--- src/rtl/wave_sched_pkg.sv ---
package wave_sched_pkg;

  // Number of whole beats needed to cover a latency, rounded up.
  function automatic int ceil_div(input int num, input int den);
    return (num + den - 1) / den;
  endfunction

  // Width of an index over n items, never below one bit.
  function automatic int idx_w(input int n);
    return (n > 1) ? $clog2(n) : 1;
  endfunction

endpackage

--- src/rtl/wave_rr_pick.sv ---
module wave_rr_pick #(
  parameter int N  = 8,
  parameter int IW = 3
) (
  input  logic [N-1:0]  req,
  input  logic [IW-1:0] last,
  output logic          found,
  output logic [IW-1:0] pick
);

  logic [IW-1:0] idx;

  // Scan from the slot after the last grant, wrapping once around.
  always_comb begin
    found = 1'b0;
    pick  = '0;
    idx   = '0;
    for (int k = 1; k <= N; k++) begin
      idx = IW'((int'(last) + k) % N);
      if (!found && req[idx]) begin
        found = 1'b1;
        pick  = idx;
      end
    end
  end

endmodule

--- src/rtl/wave_scoreboard.sv ---
module wave_scoreboard #(
  parameter int REG_W   = 5,
  parameter int RAW_LAT = 8,
  parameter int SLOTS   = 2
) (
  input  logic             clk,
  input  logic             rst,
  input  logic             alloc,
  input  logic [REG_W-1:0] alloc_dst,
  input  logic [REG_W-1:0] src_a,
  input  logic [REG_W-1:0] src_b,
  output logic             hazard
);

  localparam int TMR_W = wave_sched_pkg::idx_w(RAW_LAT);
  localparam logic [TMR_W-1:0] TMR_LOAD = TMR_W'(RAW_LAT - 1);

  logic [REG_W-1:0] dst_q [SLOTS];
  logic [TMR_W-1:0] tmr_q [SLOTS];
  logic [SLOTS-1:0] busy;
  logic [SLOTS-1:0] take;
  logic             free_any;

  // First free slot receives the next destination.
  always_comb begin
    free_any = 1'b0;
    take     = '0;
    hazard   = 1'b0;
    for (int s = 0; s < SLOTS; s++) begin
      busy[s] = (tmr_q[s] != '0);
      if (!busy[s] && !free_any) begin
        take[s]  = 1'b1;
        free_any = 1'b1;
      end
      if (busy[s] && ((dst_q[s] == src_a) || (dst_q[s] == src_b)))
        hazard = 1'b1;
    end
  end

  // A slot counts down from issue; at zero the result is usable.
  for (genvar s = 0; s < SLOTS; s++) begin : g_slot
    always_ff @(posedge clk) begin
      if (rst) begin
        tmr_q[s] <= '0;
        dst_q[s] <= '0;
      end else if (alloc && take[s]) begin
        tmr_q[s] <= TMR_LOAD;
        dst_q[s] <= alloc_dst;
      end else if (busy[s]) begin
        tmr_q[s] <= tmr_q[s] - 1'b1;
      end
    end
  end

  AST_SLOT_FREE: assert property (@(posedge clk) disable iff (rst)
    alloc |-> free_any);
  AST_NO_RAW_ISSUE: assert property (@(posedge clk) disable iff (rst)
    alloc |-> !hazard);

endmodule

--- src/rtl/wave_issue_sched.sv ---
module wave_issue_sched #(
  parameter int NUM_WF  = 8,
  parameter int WF_SIZE = 64,
  parameter int LANES   = 16,
  parameter int REG_W   = 5,
  parameter int RAW_LAT = 8,
  parameter int GROUP_X = 32,
  parameter int CNT_W   = 16
) (
  input  logic                                               clk,
  input  logic                                               rst,
  input  logic [NUM_WF-1:0]                                  instr_valid,
  input  logic [NUM_WF*REG_W-1:0]                            instr_dst,
  input  logic [NUM_WF*REG_W-1:0]                            instr_src_a,
  input  logic [NUM_WF*REG_W-1:0]                            instr_src_b,
  output logic [NUM_WF-1:0]                                  instr_ack,
  output logic                                               issue_valid,
  output logic [$clog2(NUM_WF)-1:0]                          issue_wf,
  output logic [$clog2(WF_SIZE/LANES)-1:0]                   issue_beat,
  output logic [$clog2(GROUP_X)-1:0]                         issue_item_x,
  output logic [$clog2(NUM_WF*WF_SIZE)-$clog2(GROUP_X)-1:0]  issue_item_y,
  output logic [CNT_W-1:0]                                   idle_cycles,
  output logic [CNT_W-1:0]                                   stall_cycles
);

  localparam int BEATS  = WF_SIZE / LANES;
  localparam int BEAT_W = $clog2(BEATS);
  localparam int WF_W   = $clog2(NUM_WF);
  localparam int SLOTS  = wave_sched_pkg::ceil_div(RAW_LAT, BEATS);
  localparam int LIN_W  = $clog2(NUM_WF * WF_SIZE);
  localparam int X_W    = $clog2(GROUP_X);
  localparam int Y_W    = LIN_W - X_W;
  localparam logic [BEAT_W-1:0] LAST_BEAT = BEAT_W'(BEATS - 1);
  localparam logic [CNT_W-1:0]  CNT_MAX   = '1;
  localparam logic [WF_W-1:0]   WF_LAST   = WF_W'(NUM_WF - 1);

  logic [NUM_WF-1:0] hazard;
  logic [NUM_WF-1:0] ready;
  logic [NUM_WF-1:0] alloc;
  logic [WF_W-1:0]   last_q;
  logic              found;
  logic [WF_W-1:0]   pick;
  logic              engine_free;
  logic [LIN_W-1:0]  lin;

  assign engine_free = !issue_valid || (issue_beat == LAST_BEAT);

  // One dependency scoreboard per resident wavefront.
  for (genvar w = 0; w < NUM_WF; w++) begin : g_wf
    assign alloc[w] = engine_free && found && (pick == WF_W'(w));
    assign ready[w] = instr_valid[w] && !hazard[w];

    wave_scoreboard #(
      .REG_W  (REG_W),
      .RAW_LAT(RAW_LAT),
      .SLOTS  (SLOTS)
    ) u_sb (
      .clk      (clk),
      .rst      (rst),
      .alloc    (alloc[w]),
      .alloc_dst(instr_dst[w*REG_W +: REG_W]),
      .src_a    (instr_src_a[w*REG_W +: REG_W]),
      .src_b    (instr_src_b[w*REG_W +: REG_W]),
      .hazard   (hazard[w])
    );
  end

  wave_rr_pick #(
    .N (NUM_WF),
    .IW(WF_W)
  ) u_pick (
    .req  (ready),
    .last (last_q),
    .found(found),
    .pick (pick)
  );

  // Beat sequencing, selection and counters.
  always_ff @(posedge clk) begin
    if (rst) begin
      issue_valid  <= 1'b0;
      issue_wf     <= '0;
      issue_beat   <= '0;
      last_q       <= WF_LAST;
      instr_ack    <= '0;
      idle_cycles  <= '0;
      stall_cycles <= '0;
    end else begin
      instr_ack <= '0;
      if (!engine_free) begin
        issue_beat <= issue_beat + 1'b1;
      end else if (found) begin
        issue_valid     <= 1'b1;
        issue_beat      <= '0;
        issue_wf        <= pick;
        last_q          <= pick;
        instr_ack[pick] <= 1'b1;
      end else begin
        issue_valid <= 1'b0;
        issue_beat  <= '0;
        if (idle_cycles != CNT_MAX) idle_cycles <= idle_cycles + 1'b1;
        if ((|instr_valid) && (stall_cycles != CNT_MAX))
          stall_cycles <= stall_cycles + 1'b1;
      end
    end
  end

  // Lane-0 work-item of the current beat, X index fastest.
  assign lin          = LIN_W'(int'(issue_wf) * WF_SIZE + int'(issue_beat) * LANES);
  assign issue_item_x = lin[X_W-1:0];
  assign issue_item_y = Y_W'(lin >> X_W);

  AST_BEAT_STEP: assert property (@(posedge clk) disable iff (rst)
    (issue_valid && issue_beat != LAST_BEAT) |=>
      (issue_valid && issue_beat == BEAT_W'($past(issue_beat) + 1'b1)
       && issue_wf == $past(issue_wf)));
  AST_ACK_ONEHOT: assert property (@(posedge clk) disable iff (rst)
    $onehot0(instr_ack));
  AST_ACK_AT_START: assert property (@(posedge clk) disable iff (rst)
    (|instr_ack) |-> (issue_valid && issue_beat == '0 && instr_ack[issue_wf]));
  AST_START_ACKED: assert property (@(posedge clk) disable iff (rst)
    (issue_valid && issue_beat == '0) |-> instr_ack[issue_wf]);
  AST_IDLE_COUNT: assert property (@(posedge clk) disable iff (rst)
    (!$past(rst) && !issue_valid && $past(idle_cycles) != CNT_MAX) |->
      idle_cycles == $past(idle_cycles) + 1'b1);
  AST_STALL_BOUND: assert property (@(posedge clk) disable iff (rst)
    stall_cycles <= idle_cycles);

endmodule

--- config.mk ---
export PLATFORM = sky130hd
export DESIGN_NAME = wave_issue_sched
export DESIGN_NICKNAME = d
export VERILOG_FILES = /design/src/rtl/wave_sched_pkg.sv /design/src/rtl/wave_rr_pick.sv /design/src/rtl/wave_scoreboard.sv /design/src/rtl/wave_issue_sched.sv
export SDC_FILE = /design/constraint.sdc
export NUM_CORES = 1
export LEC_CHECK = 0
export ABC_AREA = 1
export BUFFER_PORTS_ARGS = -buffer_cell sky130_fd_sc_hd__buf_4
export CORE_MARGIN = 4
export CORE_UTILIZATION = 59
export DETAILED_ROUTE_END_ITERATION = 8
export GPL_TIMING_DRIVEN = 0
export HOLD_SLACK_MARGIN = 0.03
export PLACE_DENSITY_LB_ADDON = 0.25
export SLEW_MARGIN = 20
export SYNTH_ARGS = -nofsm -noshare
export SYNTH_HDL_FRONTEND = slang
export SYNTH_SLANG_ARGS = --single-unit
--- constraint.sdc ---
create_clock -name clk -period 4 [get_ports clk]
set_input_delay 0.8 -clock clk [delete_from_list [all_inputs] [get_ports clk]]
set_output_delay 0.8 -clock clk [all_outputs]
set_load 0.005 [all_outputs]
# --- Word level (Yosys, flattened, before mapping) ---
# Memory sizes are Yosys's and may differ from the RTL's.
# Index checks and enable logic that the tools add are counted.
word_totals:
  ff_bits: 49
  mem_bits_rw: 128
  in_bits: 130
  output_inout_bits: 55
  elab_cells: 512
  memories: 16
mem_list:
  columns: ["name", "depth", "width", "read_ports", "rd_clocked_by_memory_dff", "write_ports", "line", "rtl"]
  rows:
  - ["g_wf[0].u_sb.dst_q", 2, 5, 2, 0, 2, "wave_scoreboard.sv:18", "logic [REG_W-1:0] dst_q [SLOTS];"]
  - ["g_wf[1].u_sb.dst_q", 2, 5, 2, 0, 2, "wave_scoreboard.sv:18", null]
  - ["g_wf[2].u_sb.dst_q", 2, 5, 2, 0, 2, "wave_scoreboard.sv:18", null]
  - ["g_wf[3].u_sb.dst_q", 2, 5, 2, 0, 2, "wave_scoreboard.sv:18", null]
  - ["g_wf[4].u_sb.dst_q", 2, 5, 2, 0, 2, "wave_scoreboard.sv:18", null]
  - ["g_wf[5].u_sb.dst_q", 2, 5, 2, 0, 2, "wave_scoreboard.sv:18", null]
  - ["10 more memories", null, null, null, null, null, null, null]
op_classes:
  addsub: 28
  magnitude_cmp: 10
  n_eq_ne: 42
  mux: 229
  bitwise_logic: 50
  n_reduce_logical: 130
op_table:
  columns: ["operator", "n"]
  rows:
  - ["1-bit 2-to-1 mux", 164]
  - ["5-bit equality test", 32]
  - ["3-bit 2-to-1 mux", 40]
  - ["5-bit 2-to-1 mux", 16]
  - ["1-bit logical AND", 66]
  - ["1-bit bitwise OR", 48]
  - ["3-bit nonzero test", 16]
  - ["3-bit by 1-bit subtractor with 3-bit output (second input constant)", 16]
  - ["3-bit by 4-bit less-than comparator with 1-bit output (second input constant)", 9]
  - ["16-bit by 1-bit adder with 16-bit output (second input constant)", 2]
  - ["16-bit != test (second input constant)", 2]
  - ["1-bit binary-select mux with 3-bit select", 8]
  - ["1-bit logical NOT", 24]
  - ["1-bit logical OR", 17]
  - ["3-bit adder (second input constant)", 4]
  - ["3-bit equality test (second input constant)", 4]
  - ["9-bit by 6-bit adder with 9-bit output", 1]
  - ["8-bit OR reduction", 1]
  - ["3-bit by 1-bit adder with 3-bit output (second input constant)", 2]
  - ["3-bit by 2-bit adder with 3-bit output (second input constant)", 2]
  - ["3-bit by 2-bit equality test with 1-bit output (second input constant)", 2]
  - ["3-bit AND reduction", 2]
  - ["1-bit demux with 3-bit select", 1]
  - ["3-bit by 1-bit equality test with 1-bit output (second input constant)", 1]
  - ["8 further kinds", 9]

# --- Depth between registers and ports, before layout ---
# Gate-level depths: netlist of run 1.
logic_depth:
  word_depth: 39
  mapped_depth: 27
  mapped_depth_nobuf: 27

# --- Hierarchy ---
# A second synthesis of run 1 with hierarchy kept.
unflattened:
  cells_unflattened: 1769
  hier_area_um2: 12381.9
by_module_without_submodules:
  columns: ["module", "n_inst", "cells_per_inst", "area_per_inst_um2", "seq_area_each_um2"]
  rows:
  - ["wave_scoreboard", 8, 152, 1126.1, 480.5]
  - ["wave_issue_sched", 1, 411, 2610.0, 980.9]
  - ["wave_rr_pick", 1, 142, 763.2, 0.0]

# --- Least setup slack after synthesis of run 1 ---
# Ideal clock, no wire load.
synth_path:
  path_type: "input to register"
  start: "in instr_src_b[20]"
  end: "mem g_wf[4].u_sb.dst_q[0][0], enable pin"
  setup_time_ns: 0.374
  arrival_ns: 2.987
  required_ns: 3.626
  path_slack_ns: 0.639
  stages: 23
  path_buffers: 0
  cell_sequence: "inv_1 > nand2_1 > nand2_1 > nand2_1 > nor2_1 > nand2_1 > nand2_1 > nand2_2 > nand3_2 > nand2_1 > nand2_1 > nand2_1 > nand3_2 > nand2_2 > nor2_4 > nand4_4 > nor2_8 > nand3_1 > nand3_2 > inv_4 > nor2_8 > nand2_4 > o21ai_0"
synth_rtl:
  columns: ["element", "line", "rtl"]
  rows:
  - ["from (decl)", "wave_issue_sched.sv:15", "input logic [NUM_WF*REG_W-1:0] instr_src_b,"]
  - ["to (decl)", "wave_scoreboard.sv:18", null]

==> summary.txt, run 1 <==
Power and ir drop
  • Gate power share: 0.520
  • P_sw: 0.00417 W
  • Int Pwr: 0.00490 W
  • Seq pwr share: 0.310
  • Switching Fraction: 0.460
  • Clk pwr share: 0.170
  • Leak Pwr: 7.30 nW
  • Worst VDD drop: 0.397 mV
  • PwrDens: 615 nW/um2

Global routing
  • Global route total overflow: 0
  • First-pass GRT wire length: 47.1 mm
  • Initial antenna violation count: 0
  • Met1 Track Usage GR: 0.296
  • Global routing's busiest layer: met2
  • Largest net degree at the start of global routing: 17
  • Vias in the first global route: 10,400
  • Met3 Use GR: 0.0416
  • Met2 global-route usage: 0.436
  • Gr usage total: 0.240

Synth
  • Mean Syn Cell Area: 7.60 um2
  • Yosys warnings: 0
  • Main flop type after synthesis: edfxtp_1
  • Synth top area cells: edfxtp_1, nand2_1, inv_1, dfxtp_1, nor2_1
  • Biggest area consumer among synthesized cells: edfxtp_1
  • Cell variety after synth: 47
  • Post-synthesis sequential area ratio: 0.387
  • Synth top area share: 0.308
  • Async SR Flop Fraction: 0
  • Seq cells post-synth: 177
  • Post-synth EDFFs: 128
  • Mapped Area: 12,500 um2
  • Cells after Synth: 1,641

Timing
  • Endpoints failing hold: 0
  • Slew @ Worst Pin: 0.957 ns
  • Max-slew violation count: 0
  • Skew final: 0.0115 ns
  • Slew margin rel.: 0.362
  • Sum Neg Setup Slack: 0 ns
  • Setup-failing EPs final: 0
  • Period utilization: 0.942
  • Crit path time final: 3.77 ns
  • F_max: 265 MHz

Clock tree
  • Clock transition at path regs: 0.06 ns
  • Setup bufs post-CTS: 0
  • Worst-Skew Late Latency: 0.43 ns
  • CTS Buf Count: 17
  • Root buffer cell: clkbuf_16
  • Clock Sinks: 177
  • CTS tree: built
  • Worst-case clock buffer depth: 2
  • H-Tree Depth: 4

Route
  • Final WL: 28.7 mm
  • Vias per cell: 5.02
  • Detailed router's first-iteration violation count: 587
  • First-pass detailed-route iteration total: 5
  • DRC errors left: 0
  • Wirelength per Cell: 13.5 um
  • Via count: 10,700
  • Post-DRT Antenna Nets: 0

Placed design
  • Placed wire-length estimate: 22.8 mm
  • Placer Congestion: 0.969
  • PortBufs: 179

Layout
  • Commonest non-fill, non-tap cells in the layout: nand2_1, inv_1, nor2_1
  • Leading cell type in the layout, fill and taps excluded: nand2_1
  • Post-layout util: 0.719
  • Area Growth Syn to Fin: 18.2%
  • Share of layout cells above drive strength 1: 0.217
  • Final nets: 2,009
  • ANT cells: 0

Floorplan
  • Die H: 153 um
  • Core ar.: 20,500 um2
  • Die width: 153 um
  • Die ar.: 23,500 um2
  • Initial core utilization: 0.608
  • Num rows: 52
  • I/O pin count: 185

Critical path
  • Critical-path cell list: buf_2 > inv_2 > buf_2 > ha_1 > clkinv_1 > nand3_1 > a21oi_1 > a31oi_4 > inv_1 > nand3_1 > nand3_2 > nor2_4 > nand2_4 > o21ai_1
  • Family with the most delay on the worst path: simple AND/OR/NAND/NOR gates
  • WS Path Type: reg -> reg
  • Worst path buffer plus inverter count: 5
  • Crit Path Max Fanout: 10
  • Slowest stage cell, crit path: nor2_4
  • CP Data Required Time: 4.08 ns
  • Crit. Startpoint: last_q[0]$_SDFFE_PP1P_
  • Critical Path AT: 3.85 ns
  • Crit-path max cell delay: 0.38 ns
  • Crit. End Element: flip-flop
  • Origin of the critical flop-to-flop path: last_q[0]$_SDFFE_PP1P_
  • Critical Path Start Type: flip-flop

Outcome
  • Status: finished clean

Run
  • Max Cap Viol: 0

Min path
  • Worst hold path type: reg -> reg
  • Hold wc startpoint: issue_wf[1]$_SDFFE_PP0P_
-- routing by layer --
| metal | vias up | part of all wire |
|---|---|---|
| met5 | - | 0 |
| met4 | 0 | 0.015 |
| met3 | 33 | 0.056 |
| met2 | 263 | 0.51 |
| met1 | 4850 | 0.42 |
| li1 | 5512 | - |
-- power by group through the flow --
stage	clock network, W	logic [W]	registers, W
final	0.00154	0.00472	0.00281
after global routing	0.00164	0.00523	0.00285
after CTS	0.00154	0.00466	0.00281
after detailed placement	0	0.00461	0.00284
after global placement	0	0.00451	0.00282
after floorplan	0	0.00362	0.00278
-- registers in the layout (all words and copies together) (netlist names) --
register	count
last_q	3
stall_cycles	16
g_wf.u_sb.dst_q	80
instr_ack	8
idle_cycles	16
issue_wf	3
g_wf.u_sb.tmr_q	48
issue_valid	1
issue_beat	2
-- layout make-up --
cell class	count	area, um2
Clock inverter	10	77.6
Timing Repair Buffer	179	1340
Inverter	287	1090
Multi-Input combinational cell	1149	6410
Fill cell	1603	5760
Tap cell	270	338
Clock buffer	22	454
Sequential cell	177	4820
Buffer	31	196
-- logic make-up (layout without fill, tap and decap cells) --
family,Yosys count,after routing,synth area share
simple gates,874,874,0.337
buf+inv,318,529,0.103
other cells,1,4,0.000301
compound gates,119,119,0.0546
xor+xnor,115,115,0.0808
fa+ha+maj,37,37,0.0371
flops,177,177,0.387
-- path summary, 6_finish.rpt --
| kind | to | slack, ns | depth (start not counted) |
|---|---|---|---|
| setup / recovery | g_wf[1].u_sb.dst_q[0][2]$_SDFFCE_PN0P_ | 0.23 | 14 |
| hold / removal | issue_wf[1]$_SDFFE_PP0P_ | 0.51 | 2 |
| setup reg to reg | g_wf[1].u_sb.dst_q[0][2]$_SDFFCE_PN0P_ | 0.23 | 14 |
| hold reg to reg | issue_wf[1]$_SDFFE_PP0P_ | 0.51 | 2 |
-- tightest hold or removal path, stage by stage, from the launching register on --
cell	delay, ns
dfxtp_1	0.33
nand2_1	0.07
a21oi_1	0.06
-- stage by stage --
step / std cells / hold WS, ns / cell area (um2) / power (W) / worst slack, ns
finish: 2125 / 0.506 / 14700 / 0.00907 / 0.230
global placement: 2093 / 0.475 / 14200 / 0.00733 / -0.145
CTS: 2125 / 0.494 / 14700 / 0.00901 / 0.00656
global route: 2125 / 0.528 / 14700 / 0.00972 / -0.00237
floorplan: 1644 / 0.475 / 12500 / 0.00640 / 0.639
detailed placement: 2093 / 0.485 / 14200 / 0.00746 / -0.233
-- repair_timing --
| item | CTS | global route |
|---|---|---|
| hold buffers | 0 | 0 |
| resized for setup | 3 | 25 |
| gates cloned | 0 | 0 |
| setup endpoints to repair | 15 | 80 |
-- synthesized netlist by cell type (2+ instances only) --
cell type	n
clkinv_1	4
nand4_4	6
nand2_4	19
inv_2	5
nand2_2	23
nand3_2	21
nand4_1	13
buf_2	9
xor2_1	67
a21oi_1	49
and3_1	2
nor3_1	10
nor2_8	3
nand3_1	102
dfxtp_1	49
ha_1	37
inv_4	2
o21ai_1	26
inv_1	273
a21oi_2	10
nor2_1	202
o211ai_1	3
nor2_2	51
xnor2_1	48
buf_4	10
edfxtp_1	128
clkinv_2	2
o21ai_0	25
buf_6	2
nand2_1	403
clkbuf_1	8
nor4_1	3
nor2_4	12
Power figures use the tool's default switching activity.
==> run 2, diff against run 1 <==
--- a/config.mk
+++ b/config.mk
@@ -7,13 +7,13 @@
 export LEC_CHECK = 0
 export ABC_AREA = 1
 export BUFFER_PORTS_ARGS = -buffer_cell sky130_fd_sc_hd__buf_4
+export CORE_ASPECT_RATIO = 0.7
 export CORE_MARGIN = 4
 export CORE_UTILIZATION = 59
 export DETAILED_ROUTE_END_ITERATION = 8
 export GPL_TIMING_DRIVEN = 0
 export HOLD_SLACK_MARGIN = 0.03
 export PLACE_DENSITY_LB_ADDON = 0.25
-export SLEW_MARGIN = 20
 export SYNTH_ARGS = -nofsm -noshare
 export SYNTH_HDL_FRONTEND = slang
 export SYNTH_SLANG_ARGS = --single-unit
==> run 2 against run 1 <==
Clock skew increased by 0.0030 ns. Total power increased by 3.6%. Global-route usage increased by 0.56 points. Wire length increased by 2.1%. Sequential power about the same. Clock power increased by 12%.
==> summary.txt, run 2 (same netlist as run 1, synthesis figures left out) <==
Outcome
  • Status: finished clean

Critical path
  • Worst path buffer plus inverter count: 4 (-1)
  • Critical Path AT: 3.84 ns (about the same)
  • Origin of the critical flop-to-flop path: last_q[0]$_SDFFE_PP1P_
  • R2R Path End: g_wf[6].u_sb.dst_q[1][4]$_SDFFCE_PN0P_
  • Slowest stage cell, crit path: dfxtp_1
  • Family with the most delay on the worst path: simple AND/OR/NAND/NOR gates
  • Worst Reg-to-Reg Cells: 17 (+3)
  • Critical Path Start Type: flip-flop
  • CP Data Required Time: 4.11 ns (+0.03 ns)
  • WP depth: 17 (+3)
  • WS Path Type: reg -> reg
  • Crit. End Element: flip-flop
  • Crit. Startpoint: last_q[0]$_SDFFE_PP1P_
  • Setup crit end: g_wf[6].u_sb.dst_q[1][4]$_SDFFCE_PN0P_
  • Reg2Reg Setup Slack: 0.27 ns (+0.04 ns)
  • Crit Path Max Fanout: 10 (unchanged)
  • Critical-path cell list: buf_2 > inv_2 > buf_2 > ha_1 > buf_2 > nand3_2 > nand3_1 > nand2_1 > nand3_1 > nor2_1 > nor2_1 > nand3_1 > nor2_1 > nand3_2 > nor2_8 > nand2_4 > o21ai_2
  • Crit-path max cell delay: 0.35 ns (-0.03 ns)

Placed design
  • Pre-CTS setup slack: -0.252 ns (-0.0195 ns)
  • Placer Congestion: 0.946 (-2.4%)
  • PortBufs: 179 (unchanged)
  • Placed wire-length estimate: 22.7 mm (-0.65%)
  • Inst Count DP: 2,099 (+0.29%)

Power and ir drop
  • Clk pwr share: 0.183 (+0.013)
  • Gate power share: 0.517 (-0.003)
  • Seq pwr share: 0.300 (-0.010)
  • PwrDens: 632 nW/um2 (+2.8%)
  • Leak Pwr: 7.36 nW (+0.85%)
  • Switching Fraction: 0.453 (-0.00730)
  • Worst VDD drop: 0.471 mV (+19%)
  • Int Pwr: 0.00514 W (+5.0%)
  • Total power: 0.00939 W (+3.6%)
  • P_sw: 0.00425 W (+1.9%)

Clock tree
  • H-Tree Depth: 4 (unchanged)
  • CTS tree: built
  • Worst-Skew Late Latency: 0.45 ns (+0.02 ns)
  • Worst-case clock buffer depth: 2 (unchanged)
  • Clock Sinks: 177 (unchanged)
  • Root buffer cell: clkbuf_16
  • CTS Buf Count: 17 (unchanged)
  • Clock transition at path regs: 0.07 ns (about the same)

Layout
  • Leading cell type in the layout, fill and taps excluded: nand2_1
  • Commonest non-fill, non-tap cells in the layout: nand2_1, inv_1, nor2_1
  • Area Growth Syn to Fin: 19.1%
  • Post-layout util: 0.716 (-0.00353)
  • Final nets: 2,011 (+0.10%)
  • Largest Register: g_wf.u_sb.dst_q
  • Largest registers: g_wf.u_sb.dst_q (80), g_wf.u_sb.tmr_q (48)
  • Finished Layout Cells: 2,133 (+0.38%)
  • Share of layout cells above drive strength 1: 0.220 (+0.00300)
  • Max reg flops: 80 (unchanged)
  • ANT cells: 0 (unchanged)

Timing
  • Slew margin rel.: 0.282 (-0.0802)
  • Endpoints failing hold: 0 (unchanged)
  • Slew @ Worst Pin: 1.08 ns (+0.120 ns)
  • F_max: 268 MHz (+1.2%)
  • Setup-failing EPs final: 0 (unchanged)
  • Max-slew violation count: 0 (unchanged)
  • RSZ-0062 raised after global routing: false
  • Worst setup margin: 0.274 ns (+0.0434 ns)
  • Crit path time final: 3.73 ns (-0.0434 ns)
  • Period utilization: 0.932 (-0.0108)
  • Sum Neg Setup Slack: 0 ns (unchanged)
  • Skew final: 0.0145 ns (+0.00300 ns)

Global routing
  • First-pass GRT wire length: 47.0 mm (-0.31%)
  • Initial antenna violation count: 0 (unchanged)
  • Vias in the first global route: 9,927 (-4.8%)
  • Gr usage total: 0.245 (+0.00562)
  • Global route total overflow: 0 (unchanged)
  • Largest net degree at the start of global routing: 17 (unchanged)

Floorplan
  • Die H: 130 um (-15%)
  • I/O pin count: 185 (unchanged)
  • Initial core utilization: 0.601 (-0.00763)
  • Die ar.: 23,600 um2 (+0.16%)
  • Num rows: 44 (-15%)
  • Core ar.: 20,800 um2 (+1.3%)
  • Die width: 182 um (+19%)

Min path
  • Worst hold path type: reg -> reg

Route
  • Vias per cell: 5.06 (+0.81%)
  • Final WL: 29.3 mm (+2.1%)
  • Via count: 10,800 (+1.2%)
  • DRC errors left: 0 (unchanged)
  • First-pass detailed-route iteration total: 5 (unchanged)
  • Wirelength per Cell: 13.7 um (+1.7%)
  • Detailed router's first-iteration violation count: 861 (+47%)
  • Post-DRT Antenna Nets: 0 (unchanged)

Run
  • Max Cap Viol: 0 (unchanged)
==> run 2: stage by stage <==
step	hold slack [ns]	instance area [um2]
CTS	0.504	14800
finish	0.500	14900
global placement	0.480	14200
floorplan	0.475	12500
detailed placement	0.493	14200
global route	0.517	14900
==> run 2: worst min-delay path by stage <==
stage / start / to / slack (ns) / depth (start not counted)
after floorplan: issue_beat[0]$_SDFF_PP0_ / issue_beat[0]$_SDFF_PP0_ / 0.47 / 1
after global placement: stall_cycles[11]$_SDFFE_PP0P_ / stall_cycles[11]$_SDFFE_PP0P_ / 0.48 / 2
after detailed placement: stall_cycles[5]$_SDFFE_PP0P_ / stall_cycles[5]$_SDFFE_PP0P_ / 0.49 / 2
after CTS: stall_cycles[5]$_SDFFE_PP0P_ / stall_cycles[5]$_SDFFE_PP0P_ / 0.50 / 2
after global routing: issue_wf[1]$_SDFFE_PP0P_ / issue_wf[1]$_SDFFE_PP0P_ / 0.52 / 2
final: stall_cycles[9]$_SDFFE_PP0P_ / stall_cycles[9]$_SDFFE_PP0P_ / 0.50 / 2
==> run 2: routing by layer <==
metal / track usage / up-vias / share of wire
met2: 0.393 / 356 / 0.45
li1: - / 5513 / -
met3: 0.0426 / 49 / 0.067
met5: 0 / - / 0
met1: 0.341 / 4867 / 0.46
met4: 0.0856 / 0 / 0.021
==> run 2: worst min-delay path: stages, from the launching register on <==
cell	delay (ns)
dfxtp_1	0.34
nand2_1	0.07
a21oi_1	0.05
==> run 2: what timing repair did <==
action,CTS,global route
cloned,0,0
resized for setup,3,27
pin swaps,0,0
setup endpoints to repair,15,80
hold buffers,0,0
buffers inserted,0,2
==> run 2: area by class of cell <==
type                    count  area, um2
well taps                 276        345
clock buffers              27        581
repair buffers            181       1360
clock inverters             5       35.0
multi-input cells        1149       6420
fillers                  1625       5900
plain buffers              31        196
inverters                 287       1090
flip-flops and latches    177       4820
==> run 2: power by group through the flow <==
stage                     sequential (W)  clock [W]  combinational (W)
after CTS                        0.00281    0.00173            0.00470
after detailed placement         0.00285          0            0.00463
after global placement           0.00283          0            0.00451
after floorplan                  0.00278          0            0.00362
after global routing             0.00286    0.00180            0.00537
final                            0.00282    0.00172            0.00486
